### src/rtl/mfu_pkg.sv
// Shared types for the mask first-element unit.
// Assumes: nothing beyond IEEE 1800-2017.
package mfu_pkg;
    typedef enum logic [1:0] {
        MFU_BEFORE = 2'b00,
        MFU_INCL   = 2'b01,
        MFU_ONLY   = 2'b10,
        MFU_KEEP   = 2'b11
    } mfu_variant_e;
endpackage

### src/rtl/mfu_active_gen.sv
// Builds the per-element active vector. An element is active when its index
// is below vl and, with masking on, its v0 bit is set.
// Assumes: vl <= VLEN.
module mfu_active_gen #(
    parameter int VLEN = 64,
    parameter int VLW  = $clog2(VLEN + 1)
) (
    input  logic [VLW-1:0]  vl,
    input  logic            mask_en,
    input  logic [VLEN-1:0] v0_mask,
    output logic [VLEN-1:0] in_body,
    output logic [VLEN-1:0] active
);
    for (genvar g = 0; g < VLEN; g++) begin : g_el
        // body range test and mask gate for element g
        assign in_body[g] = (VLW'(g) < vl);
        assign active[g]  = in_body[g] & (~mask_en | v0_mask[g]);
    end
endmodule

### src/rtl/mfu_seen_scan.sv
// Exclusive prefix OR: seen[i] is 1 when any hit[j] with j < i is 1.
// TREE = 1 gives a log-depth tree; TREE = 0 gives a ripple chain.
// Assumes: VLEN >= 1.
module mfu_seen_scan #(
    parameter int VLEN = 64,
    parameter bit TREE = 1'b1
) (
    input  logic [VLEN-1:0] hit,
    output logic [VLEN-1:0] seen
);
    localparam int STAGES = (VLEN > 1) ? $clog2(VLEN) : 1;

    logic [VLEN-1:0] incl;

    if (TREE) begin : g_tree
        // log-step doubling OR prefix over the hit vector
        always_comb begin
            logic [VLEN-1:0] cur;
            logic [VLEN-1:0] nxt;
            cur = hit;
            for (int s = 0; s < STAGES; s++) begin
                nxt = cur;
                for (int i = 0; i < VLEN; i++) begin
                    if (i >= (1 << s)) nxt[i] = cur[i] | cur[i - (1 << s)];
                end
                cur = nxt;
            end
            incl = cur;
        end
    end else begin : g_ripple
        assign incl[0] = hit[0];
        for (genvar g = 1; g < VLEN; g++) begin : g_chain
            // ripple the inclusive OR one element per step
            assign incl[g] = incl[g-1] | hit[g];
        end
    end

    if (VLEN > 1) begin : g_shift
        // shift inclusive prefix up by one to make it exclusive
        assign seen = {incl[VLEN-2:0], 1'b0};
    end else begin : g_one
        assign seen = 1'b0;
        logic unused_incl;
        assign unused_incl = incl[0];
    end
endmodule

### src/rtl/mfu_bit_rule.sv
// Per-element result rules for the three variants plus keep-old.
// Inactive elements and keep-old return the prior destination bit.
// Assumes: seen is the exclusive prefix of active set source bits.
module mfu_bit_rule #(
    parameter int VLEN = 64
) (
    input  mfu_pkg::mfu_variant_e variant,
    input  logic [VLEN-1:0]       active,
    input  logic [VLEN-1:0]       src,
    input  logic [VLEN-1:0]       seen,
    input  logic [VLEN-1:0]       old_dst,
    output logic [VLEN-1:0]       result
);
    import mfu_pkg::*;

    for (genvar g = 0; g < VLEN; g++) begin : g_el
        logic rule_bit;
        // choose the per-bit equation for the selected variant
        always_comb begin
            unique case (variant)
                MFU_BEFORE: rule_bit = ~seen[g] & ~src[g];
                MFU_INCL:   rule_bit = ~seen[g];
                MFU_ONLY:   rule_bit = ~seen[g] & src[g];
                default:    rule_bit = old_dst[g];
            endcase
        end
        // keep prior bit on inactive elements
        assign result[g] = active[g] ? rule_bit : old_dst[g];
    end
endmodule

### src/rtl/mask_first_unit.sv
// Top of the mask first-element unit. Samples operands on start, computes
// the new destination mask in one combinational sweep and registers it
// together with a one-cycle done pulse.
// Assumes: vl <= VLEN, start index zero, no operand overlap concerns.
module mask_first_unit #(
    parameter int VLEN      = 64,
    parameter bit SCAN_TREE = 1'b1
) (
    input  logic                         clk,
    input  logic                         rst_n,
    input  logic                         start,
    input  logic [1:0]                   variant,
    input  logic                         mask_en,
    input  logic [$clog2(VLEN+1)-1:0]    vl,
    input  logic [VLEN-1:0]              src_mask,
    input  logic [VLEN-1:0]              old_dst,
    input  logic [VLEN-1:0]              v0_mask,
    output logic [VLEN-1:0]              dst_out,
    output logic                         done
);
    import mfu_pkg::*;

    localparam int VLW = $clog2(VLEN + 1);

    logic [VLEN-1:0] in_body;
    logic [VLEN-1:0] active;
    logic [VLEN-1:0] hit;
    logic [VLEN-1:0] seen;
    logic [VLEN-1:0] result;
    logic [VLEN-1:0] dst_q;
    logic            done_q;

    mfu_active_gen #(.VLEN(VLEN), .VLW(VLW)) u_active (
        .vl      (vl),
        .mask_en (mask_en),
        .v0_mask (v0_mask),
        .in_body (in_body),
        .active  (active)
    );

    // only active source ones may trip the first-seen flag
    assign hit = active & src_mask;

    mfu_seen_scan #(.VLEN(VLEN), .TREE(SCAN_TREE)) u_scan (
        .hit  (hit),
        .seen (seen)
    );

    mfu_bit_rule #(.VLEN(VLEN)) u_rule (
        .variant (mfu_variant_e'(variant)),
        .active  (active),
        .src     (src_mask),
        .seen    (seen),
        .old_dst (old_dst),
        .result  (result)
    );

    logic unused_body;
    assign unused_body = ^in_body;

    // result register loads on start, holds otherwise
    always_ff @(posedge clk) begin
        if (!rst_n) dst_q <= '0;
        else if (start) dst_q <= result;
    end

    // done pulses one cycle after each start
    always_ff @(posedge clk) begin
        if (!rst_n) done_q <= 1'b0;
        else done_q <= start;
    end

    assign dst_out = dst_q;
    assign done    = done_q;
endmodule

### config.mk
export PLATFORM = sky130hd
export DESIGN_NAME = mask_first_unit
export DESIGN_NICKNAME = d
export VERILOG_FILES = /design/src/rtl/mfu_pkg.sv /design/src/rtl/mfu_active_gen.sv /design/src/rtl/mfu_seen_scan.sv /design/src/rtl/mfu_bit_rule.sv /design/src/rtl/mask_first_unit.sv
export SDC_FILE = /design/constraint.sdc
export NUM_CORES = 1
export LEC_CHECK = 0
export BUFFER_PORTS_ARGS = -buffer_cell sky130_fd_sc_hd__buf_4
export CAP_MARGIN = 10
export CORE_MARGIN = 1.5
export CORE_UTILIZATION = 45
export DETAILED_ROUTE_END_ITERATION = 16
export PLACE_DENSITY_LB_ADDON = 0.3
export RECOVER_POWER = 25
export SLEW_MARGIN = 30
export SYNTH_ARGS = -nofsm -noshare
export SYNTH_HDL_FRONTEND = slang
export SYNTH_SLANG_ARGS = --single-unit
export TNS_END_PERCENT = 20
### constraint.sdc
create_clock -name clk -period 8.2 [get_ports clk]
set_input_delay 1.64 -clock clk [delete_from_list [all_inputs] [get_ports clk]]
set_output_delay 1.64 -clock clk [all_outputs]
set_load 0.005 [all_outputs]
==> metrics <==
Synth Area per Inst 7.13 um2; FF/Latch Area 0.00130 mm2; largest net degree at the start of global routing 100; Root Driver clkbuf_16; RSZ-0062 raised after global routing no; number of global-route vias before repair 7442; synth unique cells 73; Worst Reg-to-Reg Cells 3; Initial DRT Pass Iterations 6; worst setup margin 3.32 ns; Starting Density 0.462; skew final 0 ns; Synth area leaders dfxtp_1, xnor2_1, nor2b_1; RR Startpoint dst_out[62]; reg-to-reg critical path endpoint dst_out[62]; Core Region 0.0139 mm2; Critical Path AT 5.12 ns; Post-Syn Area 0.00644 mm2; Sink Count 65; Min Clock Period, post-route 4.88 ns; n_diodes 0; Hold Path Class reg2reg; asr flop ratio synth 0; Max FO, Critical Path 29; CP endpoint kind flop; Final Max Slew Viols 0; GRT Overall Usage 0.347; Max-cap violations 0; post-synth top area cell dfxtp_1; Synth Instances 903; clock transition at the registers of the reported paths 0.05 ns; Hold Path Stages 2; number of buffers created by CTS 9; via/cell ratio 6.38; Max H-tree Level 3; r2r setup slk 7.01 ns; Die Width 123 um; syn_nets 1108; Pleak 3.61 nW; worst setup path category in2reg; Place WS 3.07 ns; Final Power 1.15 mW; IO Port Bufs 269; area occupied by multi-input gates 0.00474 mm2; final hold vios 0; post-CTS setup buffer count 0; total gr overflow 0; Slew headroom 0.378; Final #Nets 1316; DR DRC count 0; DP HPWL 20.1 mm; Worst Max-Slew Pin Slew 0.910 ns; Std-Cell Rows 43; drt wl/cell 20.7 um; critical path startpoint category primary input; Ys Warns 0; drt first-iter violations 1066; number of flops mapped to enable cells by yosys 0; Antenna Nets Post-Route 0; min-delay src dst_out[0]; layout cells sized above 1 0.290; drt total wl 26.9 mm; Highest Clock Rate 205 MHz; DR vias 8270; CTS tree done; period utilization 0.596; Peak VDD IR 0.0000965 V; area grow syn2layout 35.6%; Req. time, crit path 8.44 ns; top cell type's share of synthesized area 0.202; RD Place Congestion 0.968; Yosys reg bits 65; Die Span Y 123 um; Main synth FF type dfxtp_1; Worst Hold End dst_out[0]; CTS hold repair buffers 0; I/O pin cnt 270; initial antenna violation count 0; setup TNS 0 ns; clk buf depth 2; outcome complete, no violations; Final setup viols 0; first-pass GRT wire length 40.1 mm; die area 0.0150 mm2; post_cts resized 0; sequential area share after synthesis 0.202; power per cell area 132 mW/mm2; fillers 1303; worst skew pair latency 0.34 ns
layer usage:
metal,up-vias,GRT usage,wire length [um]
met4,0,0.183,1340
li1,3768,-,-
met1,3835,0.443,10600
met5,-,0,0
met2,562,0.558,12400
met3,105,0.0637,2530
critical path: stages:
cell and delay [ns]:
buf_4 0.20, nor3_1 0.72, a2bb2oi_1 0.32, a22o_1 0.33
nor4_2 0.48, nand3b_4 0.30, or4_4 0.73, o41ai_1 0.39
synth_stat cells (8+ instances only):
library cell and n:
o21a_1 8, a2bb2oi_1 8, o221a_2 11, nand2b_1 39
o2111ai_1 23, a31oi_1 35, buf_1 10, o22ai_1 21
nand3_1 20, or4_1 10, a211oi_1 8, clkbuf_1 59
dfxtp_1 65, or3_1 9, o21ai_0 68, nand4_1 15
xnor2_1 59, inv_1 27, a21oi_1 30, nor2_1 36
nor3_1 11, and3_1 11, nor2b_1 70, o211ai_1 21
nand2_1 103
flip-flops by register name, summed over array words and instances (netlist names):
signal	flops
done	1
dst_out	64
where the power goes:
group / total, mW / internal [mW] / switching [mW]
sequential: 0.348 / 0.335 / 0.0127
combinational: 0.393 / 0.187 / 0.206
clock: 0.411 / 0.260 / 0.151
total: 1.15 / 0.782 / 0.369
worst max path at each step:
stage	depth (start not counted)	end	start	slack, ns
finish	8	dst_out[60]	vl[2]	3.32
floorplan	10	dst_out[58]	vl[3]	3.67
global placement	8	dst_out[63]	vl[2]	3.19
global route	8	dst_out[58]	vl[2]	3.09
CTS	8	dst_out[58]	vl[2]	3.44
detailed placement	8	dst_out[58]	vl[2]	3.07
cells by family after synthesis:
kind of cell,count (synthesis),synth area share
compound gates,309,0.343
xor+xnor,61,0.0830
buf+inv,105,0.0647
flops,65,0.202
mux,1,0.00155
simple gates,362,0.306
metrics by stage:
step | util | hold WS, ns | cells | instance area (um2)
floorplan | - | 0.467 | 903 | 6440
global placement | 0.604 | 0.463 | 1280 | 8410
detailed placement | 0.604 | 0.466 | 1280 | 8420
CTS | 0.626 | 0.476 | 1296 | 8730
global route | 0.627 | 0.504 | 1296 | 8730
finish | 0.627 | 0.469 | 1296 | 8730
cell usage in the layout, fill, tap and decap left out, types with 9 or more instances in the layout:
cell / n
clkbuf_16: 9
o211ai_1: 21
nand4_1: 15
nand2_1: 102
o21ai_0: 68
nand2b_1: 39
clkbuf_4: 32
and3_1: 11
inv_1: 27
xnor2_1: 59
a31oi_1: 35
a21oi_1: 30
dfxtp_1: 65
o2111ai_1: 23
nand3_1: 20
o221a_2: 11
or3_1: 9
nor3_1: 11
buf_4: 242
nor2_1: 36
or4_1: 10
o22ai_1: 21
nor2b_1: 70
final cells by class:
| type | count | area share |
|---|---|---|
| clock buffer | 14 | 0.0314 |
| clock inverter | 2 | 0.00401 |
| inverter | 28 | 0.0120 |
| multi-input combinational | 733 | 0.542 |
| sequential | 65 | 0.149 |
| tap | 180 | 0.0258 |
| timing repair buffer | 274 | 0.236 |
Note: power is estimated with default switching activity, not from simulation.
